[src/rtl/ide_pio_timer.sv]
module ide_pio_timer #(
  parameter int CW      = 4,
  parameter int C16_ACT = 6,
  parameter int C16_REC = 5,
  parameter int C8_ACT  = 8,
  parameter int C8_REC  = 7
) (
  input  logic       clk,
  input  logic       rst_n,
  input  logic       split_en,
  input  logic [1:0] pri_isp,
  input  logic [1:0] pri_rtc,
  input  logic [1:0] slv_isp,
  input  logic [1:0] slv_rtc,
  input  logic [1:0] fast_en,
  input  logic [1:0] dma_only,
  input  logic [1:0] iordy_en,
  input  logic       dsel_wr,
  input  logic       dsel_val,
  input  logic       req,
  input  logic       req_wr,
  input  logic       req_data,
  input  logic       req_dma,
  output logic       req_ack,
  input  logic       iordy,
  output logic       rd_stb,
  output logic       wr_stb,
  output logic       done,
  output logic       done_rd
);

  typedef enum logic [1:0] {S_IDLE, S_STB, S_REC} st_t;

  st_t           st;
  logic          dsel;
  logic          wr_q, ien_q;
  logic [CW-1:0] act_q, rec_q, cnt;

  wire           use_slv  = split_en & dsel;
  wire [1:0]     isp_code = use_slv ? slv_isp : pri_isp;
  wire [1:0]     rtc_code = use_slv ? slv_rtc : pri_rtc;
  wire [CW-1:0]  fast_act = CW'(5) - CW'(isp_code);
  wire [CW-1:0]  fast_rec = CW'(4) - CW'(rtc_code);
  wire           go_fast  = req_data & fast_en[dsel] & (req_dma | ~dma_only[dsel]);

  wire [CW-1:0]  sel_act  = !req_data ? CW'(C8_ACT) : go_fast ? fast_act : CW'(C16_ACT);
  wire [CW-1:0]  sel_rec  = !req_data ? CW'(C8_REC) : go_fast ? fast_rec : CW'(C16_REC);

  assign req_ack = (st == S_IDLE);
  wire   accept  = req & req_ack;
  wire   in_stb  = (st == S_STB);
  wire   finish  = in_stb && (cnt >= act_q) && (iordy || !ien_q);

  assign rd_stb  = in_stb & ~wr_q;
  assign wr_stb  = in_stb & wr_q;
  assign done    = finish;
  assign done_rd = finish & ~wr_q;

  always_ff @(posedge clk) begin
    if (!rst_n) begin
      dsel <= 1'b0;
    end else if (dsel_wr) begin
      dsel <= dsel_val;
    end
  end

  always_ff @(posedge clk) begin
    if (!rst_n) begin
      st    <= S_IDLE;
      cnt   <= '0;
      act_q <= '0;
      rec_q <= '0;
      wr_q  <= 1'b0;
      ien_q <= 1'b0;
    end else begin
      unique case (st)
        S_IDLE: if (accept) begin
          st    <= S_STB;
          cnt   <= CW'(1);
          act_q <= sel_act;
          rec_q <= sel_rec;
          wr_q  <= req_wr;
          ien_q <= iordy_en[dsel];
        end
        S_STB: begin
          if (finish) begin
            st  <= S_REC;
            cnt <= CW'(1);
          end else if (cnt < act_q) begin
            cnt <= cnt + CW'(1);
          end
        end
        S_REC: begin
          if (cnt >= rec_q) st <= S_IDLE;
          else              cnt <= cnt + CW'(1);
        end
        default: st <= S_IDLE;
      endcase
    end
  end


  rw_excl_chk: assert property (@(posedge clk) disable iff (!rst_n)
    !(rd_stb && wr_stb));


  ack_starts_strobe_chk: assert property (@(posedge clk) disable iff (!rst_n)
    (req && req_ack) |=> (rd_stb || wr_stb));


  stall_hold_chk: assert property (@(posedge clk) disable iff (!rst_n)
    ((rd_stb || wr_stb) && ien_q && !iordy && cnt >= act_q) |=> (rd_stb || wr_stb));


  done_end_chk: assert property (@(posedge clk) disable iff (!rst_n)
    done |=> !(rd_stb || wr_stb));


  done_rd_chk: assert property (@(posedge clk) disable iff (!rst_n)
    done_rd |-> (done && rd_stb));

endmodule

[config.mk]
export PLATFORM = sky130hd
export DESIGN_NAME = ide_pio_timer
export DESIGN_NICKNAME = d
export VERILOG_FILES = /design/src/rtl/ide_pio_timer.sv
export SDC_FILE = /design/constraint.sdc
export NUM_CORES = 1
export LEC_CHECK = 0
export CAP_MARGIN = 10
export CORE_MARGIN = 2
export CORE_UTILIZATION = 25
export CTS_CLUSTER_DIAMETER = 30
export DETAILED_ROUTE_END_ITERATION = 16
export DONT_BUFFER_PORTS = 1
export MAX_ROUTING_LAYER = met4
export SYNTH_ARGS = -nofsm -noshare
export SYNTH_HDL_FRONTEND = slang
export SYNTH_SLANG_ARGS = --single-unit
[constraint.sdc]
create_clock -name clk -period 3.28 [get_ports clk]
set_input_delay 0.492 -clock clk [delete_from_list [all_inputs] [get_ports clk]]
set_output_delay 0.492 -clock clk [all_outputs]
set_load 0.005 [all_outputs]
[Word level (Yosys, flattened, before mapping)]
Index checks and enable logic that the tools add are counted.
Cells by class
  reduce and logical (&&, ||, !) cells: 9
  add/subtract/negate cells: 3
  multiplexer cells: 21
  eq/ne operators: 7
  bitwise gates (word level): 10
  order comparisons: 4
Operators with widths (number)
  $mux 4: 8
  $pmux 4 s3: 1
  $mux 2: 5
  $ge 4x4->1: 2
  $sub 3x2->4 const A: 2
  $and 1x1->1: 7
  $mux 1: 6
  $pmux 2 s3: 1
  $add 4x1->4 const B: 1
  $lt 4x4->1: 1
  $ne 2x1->1 const B: 2
  $ne 2x2->1 const B: 2
  $reduce_and 4->1: 1
  $ne 3x1->1 const B: 1
  $reduce_and 3->1: 1
  $reduce_bool 3->1: 1
  $eq 2x1->1 const B: 1
  $eq 2x2->1 const B: 1
  $logic_and 1x1->1: 2
  $logic_not 2->1: 1
  $lt 1x2->1 const B: 1
  $not 1->1: 2
  $reduce_and 2->1: 1
  $logic_not 1->1: 1
  2 further kinds: 2
Storage, ports and cells
  register bits: 17
  logic and storage cells: 61

[Depth between registers and ports, before layout]
Gate-level depths: netlist (run 1).
  word-level depth: 7
  mapped depth: 7
  depth with buffers taken out: 7

[Worst setup path before layout (run 1)]
No wires, ideal clock.
  kind: register -> output
  start point: register cnt[0]
  end point: output done
  buffers on the path: 0
  data arrival time: 1.354 ns
  stages on the path, launching flop included: 7
  setup slack: 1.434 ns
  cell sequence: dfxtp_1 inv_1 ha_1 nor2b_1 o21ai_4 a32oi_1 inv_1
On the way
  longest elaborated chain between the ends: 3
RTL lines
  start: declaration: RTL line 37  | logic [CW-1:0] act_q, rec_q, cnt;
  start signal: assignment: RTL line 90  | cnt <= cnt + CW'(1);
  start signal: assignment: RTL line 95  | else cnt <= cnt + CW'(1);
  $ge 4x4->1: RTL line 52  | wire finish = in_stb && (cnt >= act_q) && (iordy || !ien_q);
  $logic_and 1x1->1 (2 in series): RTL line 52
  end: declaration: RTL line 28  | output logic done,
No other way between the ends.

[Final worst setup path (run 1)]
  start point: register cnt[0]
  end point: output done_rd
On the way
  longest elaborated chain between the ends: 4
RTL lines
  $ge 4x4->1: RTL line 52
  $logic_and 1x1->1 (2 in series): RTL line 52
  $and 1x1->1: RTL line 57  | assign done_rd = finish & ~wr_q;
  end: declaration: RTL line 29  | output logic done_rd
No other way between the ends.

==> impl_metrics.csv, run 1 <==
group,metric,value,unit
cts,clockBufferDepth,2,
die,ios,29,
power_and_ir_drop,power.density,578,nW/um^2
grt,grt.overflow.total,0,
grt,grt_usage,0.105,
die,die_height,72.7,um
die,die-area,5290,um^2
placement,io_buffers,0,
finish,syn_to_final_growth,9.12,%
critical_path,crit_path_start_kind,"register",
yosys,synth_edf_count,0,
grt,grt_max_degree,13,
placement,placed_cells,191,
cts,ctsRootBufferMaster,"clkbuf_8",
cts,cts_max_level,1,
cts,clk_latency,0.26,ns
drt,viasPerCell,4.88,
power_and_ir_drop,power_leakage,0.000544,uW
sta,fin_ws,1.00,ns
critical_path,endpoint_kind,"output port",
finish,n_antenna_cell,0,
yosys,synth_area_leader_cell,"dfxtp_1",
critical_path,r2r_cells,6,
drt,first_pass_iters,4,
finish,instances_no_fill,195,
yosys,yosys_warnings,0,
job,cap_violations,0,
sta,period_share,0.695,
drt,routed_wl,2580,um
yosys,synth_seq_cells,16,
cts,cts_inserted_buffers,3,
sta,hold_violations,0,
finish,post-route-util,0.290,
sta,post-route-min-period,2.28,ns
die,core_area,4440,um^2
yosys,syn-instance-count,142,
sta,holdWs,0.323,ns
outcome,outcome,"complete, no violations",
drt,initialDrtViolationCount,22,
finish,nNetsFinal,181,
grt,grt_pass1_wl,4210,um
placement,gp_congestion,0.838,
sta,finalSetupTns,0,ns
sta,fin_skew,0.00475,ns
die,start_util,0.265,
placement,hpwl,1980,um
cts,postCtsSetupBuffers,0,
sta,worst_pin_slew,0.791,ns
yosys,synth.area.top_cells,"dfxtp_1 (27%), ha_1 (14%), inv_1 (6.0%), mux2i_1 (5.1%), nand2_1 (4.5%)",
cts,ctsHoldBuffers,0,
die,die_width,72.7,um
sta,rsz0062_at_grt,"no",
critical_path,crit_path_max_fanout,4,
yosys,synth_cell_types,41,
sta,slew_viol_final,0,
critical_path,path_class,"register to output port",
yosys,avgSynthCellArea,8.31,um^2
hold_path,hold_path.class,"input port to register",
hold_path,whs_path_depth,1,
yosys,seq_area_frac_synth,0.271,
power_and_ir_drop,irDropWorstVdd,0.224,mV
critical_path,required,2.79,ns
cts,cts.clk_slew.worst_paths,0.07,ns
placement,pre_cts_ws,1.30,ns
yosys,syn-num-nets,179,
yosys,netlist_top_cells_count,"inv_1 (19), dfxtp_1 (16), nand2_1 (14)",
die,row_count,24,
drt,postRouteAntennaNets,0,
sta,fmax,0.439,GHz
yosys,ys_async_sr_fraction,0,
sta,relSlewSlack,0.471,
finish,layout-drive-gt1-share,0.112,
yosys,synth_most_common_cell,"inv_1",
drt,wl_per_cell,13.2,um
drt,num_vias,951,
critical_path,cp.arrival,1.79,ns
sta,setup_viol,0,
grt,first_global_vias,906,
cts,ctsResizeCount,0,
yosys,syn_area,1180,um^2
drt,drc,0,
yosys,ys_dominant_reg_cell,"dfxtp_1",
grt,antenna_found_initial,0,
cts,cts_tree,"done",
yosys,synth_top_cell_area_share,0.271,
cts,cts_sinks,16,
## through the flow
stage               cell area [um^2]  power, uW
finish                          1290        744
global route                    1290        801
CTS                             1290        753
detailed placement              1230        566
global placement                1230        564
floorplan                       1180        507
## final cells by class
| cell class | instances | area [um^2] |
|---|---|---|
| clock buffers | 4 | 55.1 |
| inverters | 19 | 71.3 |
| fillers | 480 | 3160 |
| well taps | 52 | 65.1 |
| flip-flops and latches | 16 | 320 |
| multi-input cells | 104 | 776 |
## sequential cells by signal, summed over array words and instances, names as in the netlist
name	cells
ien_q	1
st	2
act_q	4
dsel	1
wr_q	1
rec_q	3
cnt	4
## per-layer routing
layer / vias up / wire length, um / global-route usage
met2: 31 / 1150 / 0.159
li1: 506 / - / -
met4: 0 / 39 / 0.0535
met1: 408 / 1250 / 0.129
met3: 6 / 138 / 0.0290
met5: - / 0 / -
## placed cells by master, fill, tap and decap left out, drive strengths merged
cell type / count
a21oi: 11
and2b: 1
nand2: 15
mux2i: 6
and3: 3
a211oi: 4
o211a: 1
nor2: 6
dfxtp: 16
nor2b: 4
o211ai: 4
a211o: 2
inv: 19
o31ai: 1
nand3: 3
ha: 13
a21o: 1
o22ai: 2
nand4b: 1
o21ai: 9
nand4: 4
nor3b: 1
a32oi: 1
nand2b: 1
nor3: 1
a221oi: 1
a311oi: 1
or3: 1
a31oi: 2
and2: 2
clkbuf: 4
or2: 2
## kinds of logic (layout without fill, tap and decap cells)
family                   count (synthesis)  in the layout  share of synthesized area
multiplexers                             6              6                     0.0509
flip-flops                              16             16                      0.271
AND/OR/NAND/NOR                         45             45                      0.203
AO/OA/AOI/OAI                           40             40                      0.266
adder cells (fa/ha/maj)                 13             13                      0.138
buffers and inverters                   22             23                     0.0710
## final timing paths
path | from | to | slack [ns]
worst min-delay path | req_data | act_q[3]$_SDFFE_PN0P_ | 0.32
worst min register to register | act_q[2]$_SDFFE_PN0P_ | act_q[2]$_SDFFE_PN0P_ | 0.46
worst max-delay path | cnt[0]$_SDFFE_PN0P_ | done_rd | 1.00
worst max register to register | st[0]$_SDFFE_PN0P_ | act_q[0]$_SDFFE_PN0P_ | 1.35
## power by group
group | switching (uW) | internal (uW) | leakage (uW)
Sequential | 24.2 | 226 | 0.000131
Combinational | 186 | 126 | 0.000384
Clock | 75.6 | 107 | 0.0000288
## worst max-delay path, stage by stage (launching register included)
cell     delay [ns]
dfxtp_1        0.39
inv_1          0.11
ha_1           0.28
nor2b_1        0.20
o21ai_4        0.10
a32oi_1        0.33
nor2_1         0.11
(Power assumes the default switching activity.)
==> run 2: changes to the inputs <==
==> constraint.sdc (replaced) <==
create_clock -name clk -period 2.3 [get_ports clk]
set_input_delay 0.345 -clock clk [delete_from_list [all_inputs] [get_ports clk]]
set_output_delay 0.345 -clock clk [all_outputs]
set_load 0.005 [all_outputs]
==> run 2 against run 1 <==
Effect of this change:
- via count up 1.4%
- count of clock-buffer cells in the layout did not move
- die area unchanged
- sequential share of layout area is 0.14 points lower
- register-to-register slack worse by 0.92 ns
- design area up 0.58%
- final cell count increased by 0.51%
- largest cell class unchanged
==> impl_metrics.csv, run 2 (same netlist as run 1, synthesis figures left out) <==
group,metric,value,unit
cts,cts.clk_slew.worst_paths,0.07,ns
drt,num_vias,964,
drt,initialDrtViolationCount,20,
critical_path,crit_path_start_kind,"register",
cts,ctsResizeCount,0,
sta,relSlewSlack,0.625,
die,start_util,0.265,
cts,clockBufferDepth,2,
drt,drc,0,
critical_path,worst_path_max_delay_cell,"dfxtp_1",
die,die-area,5290,um^2
power_and_ir_drop,power.density,819,nW/um^2
critical_path,crit_path_max_fanout,4,
drt,viasPerCell,4.92,
power_and_ir_drop,irDropWorstVdd,0.321,mV
critical_path,cp_top_family,"compound AO/OA/AOI/OAI gates",
die,ios,29,
drt,routed_wl,2420,um
finish,final_common_cell,"inv_1",
finish,fillCellCount,469,
finish,layout_common_cells,"inv_1 (19), dfxtp_1 (16), nand2_1 (14)",
job,cap_violations,0,
sta,post-route-min-period,2.18,ns
critical_path,path_common_cell,"inv_1",
die,row_count,24,
hold_path,hold_path.class,"input port to register",
sta,slew_viol_final,0,
drt,first_pass_iters,4,
cts,postCtsSetupBuffers,0,
finish,multi_input_area,776,um^2
placement,pre_cts_ws,0.399,ns
placement,hpwl,1900,um
sta,period_share,0.947,
cts,cts_tree,"done",
die,die_height,72.7,um
critical_path,required,1.96,ns
cts,clk_latency,0.26,ns
placement,io_buffers,0,
outcome,outcome,"complete, no violations",
sta,worst_pin_slew,0.557,ns
drt,wl_per_cell,12.3,um
sta,rsz0062_at_grt,"no",
finish,nNetsFinal,182,
cts,cts_inserted_buffers,3,
die,core_area,4440,um^2
sta,finalSetupTns,0,ns
grt,first_global_vias,932,
sta,hold_violations,0,
sta,fmax,0.459,GHz
power_and_ir_drop,power_leakage,0.000549,uW
grt,grt_pass1_wl,4110,um
finish,largestRegisters,"act_q (4), cnt (4), rec_q (3)",
sta,fin_skew,0.00915,ns
cts,cts_sinks,16,
cts,ctsRootBufferMaster,"clkbuf_8",
critical_path,path_class,"register to output port",
sta,setup_viol,0,
critical_path,critPathMaxStageDelay,0.41,ns
critical_path,critPathBufInv,2,
die,die_width,72.7,um
critical_path,endpoint_kind,"output port",
grt,grt.overflow.total,0,
critical_path,cp.arrival,1.83,ns
grt,antenna_found_initial,0,
drt,postRouteAntennaNets,0,
sta,fin_ws,0.122,ns
cts,ctsHoldBuffers,0,
placement,gp_congestion,0.780,
finish,syn_to_final_growth,9.76,%
finish,regArea,320,um^2
grt,grt_max_degree,13,
finish,n_antenna_cell,0,
grt,grt_usage,0.103,
cts,cts_max_level,1,
critical_path,crit_chain,"inv_1 > ha_1 > nor2b_1 > o21ai_4 > a32oi_1 > inv_1",
finish,layout-drive-gt1-share,0.118,
-- run 2: cell count changes in the layout (fill, tap and decap cells not counted), sizes merged --
cell  delta
buf      +1
-- run 2: final timing paths --
kind / cells after the start / slack (ns) / from / endpoint
min: 1 / 0.18 / req_data / act_q[3]$_SDFFE_PN0P_
max: 6 / 0.12 / cnt[0]$_SDFFE_PN0P_ / done
min reg2reg: 2 / 0.46 / act_q[1]$_SDFFE_PN0P_ / act_q[1]$_SDFFE_PN0P_
max reg2reg: 7 / 0.43 / cnt[0]$_SDFFE_PN0P_ / cnt[0]$_SDFFE_PN0P_
-- run 2: final cells by class --
class | instances | share of cell area
Clock buffer | 4 | 0.0425
Inverter | 19 | 0.0551
Timing Repair Buffer | 1 | 0.00580
Sequential cell | 16 | 0.247
Multi-Input combinational cell | 104 | 0.599
Tap cell | 52 | 0.0502
-- run 2: where the power goes --
| part | internal, uW | switching (uW) | total, uW |
|---|---|---|---|
| Sequential | 322 | 35.8 | 358 |
| Combinational | 183 | 259 | 442 |
| Clock | 152 | 109 | 261 |
-- run 2: stage by stage --
step	area, um^2	total power [uW]	instances	hold slack [ns]	util
2_1_floorplan	1180	724	142	0.432	-
3_3_place_gp	1240	806	192	0.443	0.279
3_5_place_dp	1240	807	192	0.445	0.279
4_1_cts	1290	1070	196	0.170	0.291
5_1_grt	1290	1140	196	0.178	0.291
6_report	1290	1060	196	0.177	0.291
-- run 2: layer usage --
layer | global-route usage | up-vias | share of wire
met4 | 0.0350 | 0 | 0.014
met3 | 0.0331 | 4 | 0.068
met5 | - | - | 0
met1 | 0.118 | 415 | 0.47
met2 | 0.169 | 41 | 0.45
li1 | - | 504 | -
==> run 3: changes to the inputs <==
--- a/config.mk
+++ b/config.mk
@@ -6,6 +6,7 @@
 export NUM_CORES = 1
 export LEC_CHECK = 0
 export CAP_MARGIN = 10
+export CORE_ASPECT_RATIO = 0.7
 export CORE_MARGIN = 2
 export CORE_UTILIZATION = 25
 export CTS_CLUSTER_DIAMETER = 30
==> run 3 against run 2 <==
Effect of this change:
- combinational power is 2% higher
- register-to-register slack worse by 0.04 ns
- fmax is 0.68% lower
- clock power is 2% lower
- global-route usage is 0.68 points higher
- non-clock buffer count stayed put
==> impl_metrics.csv, run 3 (same netlist as run 1, synthesis figures left out) <==
group,metric,value,unit
sta,slew_viol_final,0,
placement,pre_cts_ws,0.387,ns
cts,postCtsSetupBuffers,0,
critical_path,endpoint_kind,"output port",
sta,post-route-min-period,2.19,ns
drt,initialDrtViolationCount,45,
drt,num_vias,977,
cts,cts.clk_slew.worst_paths,0.06,ns
drt,viasPerCell,4.91,
cts,cts_max_level,1,
sta,worst_pin_slew,0.583,ns
finish,largestRegisters,"act_q (4), cnt (4), rec_q (3)",
die,die_width,86.1,um
die,ios,29,
finish,layout_common_cells,"inv_1 (19), dfxtp_1 (16), nand2_1 (14)",
power_and_ir_drop,power.switching,405,uW
critical_path,required,1.96,ns
power_and_ir_drop,sequentialPowerShare,0.334,
grt,first_global_vias,875,
cts,ctsResizeCount,0,
drt,drc,0,
sta,holdWs,0.178,ns
sta,hold_violations,0,
grt,grt_usage,0.110,
die,start_util,0.266,
power_and_ir_drop,p_int,659,uW
die,row_count,20,
power_and_ir_drop,irDropWorstVdd,0.338,mV
grt,antenna_found_initial,0,
power_and_ir_drop,power_leakage,0.000549,uW
power_and_ir_drop,report.power.total,1060,uW
placement,placed_cells,195,
finish,syn_to_final_growth,10.1,%
power_and_ir_drop,comb_power_share,0.425,
grt,grt.overflow.total,0,
sta,period_share,0.953,
power_and_ir_drop,swShare,0.381,
hold_path,hold_path.class,"input port to register",
cts,clockBufferDepth,2,
critical_path,crit_chain,"ha_1 > a21oi_1 > o21ai_4 > a32oi_1 > inv_1",
finish,nNetsFinal,182,
die,die_height,61.5,um
job,cap_violations,0,
critical_path,path_class,"register to output port",
outcome,outcome,"complete, no violations",
finish,final_common_cell,"inv_1",
finish,layout-drive-gt1-share,0.118,
finish,n_antenna_cell,0,
sta,relSlewSlack,0.607,
critical_path,crit_path_start_kind,"register",
power_and_ir_drop,p_clk_frac,0.241,
sta,setup_viol,0,
sta,fin_skew,0.00191,ns
placement,io_buffers,0,
drt,first_pass_iters,4,
sta,rsz0062_at_grt,"no",
finish,instances_no_fill,199,
sta,fin_ws,0.107,ns
sta,fmax,0.456,GHz
drt,postRouteAntennaNets,0,
cts,clk_latency,0.26,ns
cts,cts_tree,"done",
power_and_ir_drop,power.density,819,nW/um^2
critical_path,worst_path_max_delay_cell,"dfxtp_1",
cts,cts_inserted_buffers,3,
placement,hpwl,2030,um
critical_path,crit_path_max_fanout,6,
cts,ctsHoldBuffers,0,
cts,cts_sinks,16,
drt,wl_per_cell,12.6,um
critical_path,cp.arrival,1.85,ns
critical_path,critPathMaxStageDelay,0.45,ns
grt,grt_pass1_wl,4280,um
placement,gp_congestion,0.757,
die,core_area,4430,um^2
drt,routed_wl,2510,um
die,die-area,5290,um^2
sta,finalSetupTns,0,ns
grt,grt_max_degree,13,
cts,ctsRootBufferMaster,"clkbuf_8",
## run 3: cell counts in the layout (fill, tap and decap cells not counted)
No cell type changed its count.
## run 3: final cells by class
type | count | area, um^2
Sequential cell | 16 | 320
Multi-Input combinational cell | 104 | 776
Tap cell | 55 | 68.8
Inverter | 19 | 71.3
Fill cell | 470 | 3130
Timing Repair Buffer | 1 | 7.51
Clock buffer | 4 | 55.1
## run 3: final timing paths
path	start	to	slack, ns	cells after the start
max reg2reg	cnt[2]$_SDFFE_PN0P_	cnt[0]$_SDFFE_PN0P_	0.39	6
min reg2reg	act_q[2]$_SDFFE_PN0P_	act_q[2]$_SDFFE_PN0P_	0.46	2
min	req_data	act_q[3]$_SDFFE_PN0P_	0.18	1
max	cnt[2]$_SDFFE_PN0P_	done	0.11	5
## run 3: critical path: cells and delay by family (launching register included)
family / cells / cell delay (ns)
buf+inv: 1 / 0.11
compound gates: 3 / 0.74
fa+ha+maj: 1 / 0.30
flops: 1 / 0.45
## run 3: power groups by stage
stage,logic [uW],clock network [uW],registers [uW]
after floorplan,370,0,354
after global placement,443,0,362
after detailed placement,447,0,362
after CTS,451,265,356
after global routing,509,276,364
final,452,256,356
## run 3: metrics by stage
| step | instance area, um^2 | utilization |
|---|---|---|
| detailed placement | 1240 | 0.281 |
| floorplan | 1180 | - |
| finish | 1300 | 0.293 |
| global route | 1300 | 0.293 |
| global placement | 1240 | 0.281 |
| CTS | 1300 | 0.293 |
## run 3: routing by layer
layer  track usage  part of all wire
met5             -                 0
met4        0.0340             0.010
met3        0.0322             0.069
met2         0.140              0.37
met1         0.161              0.55
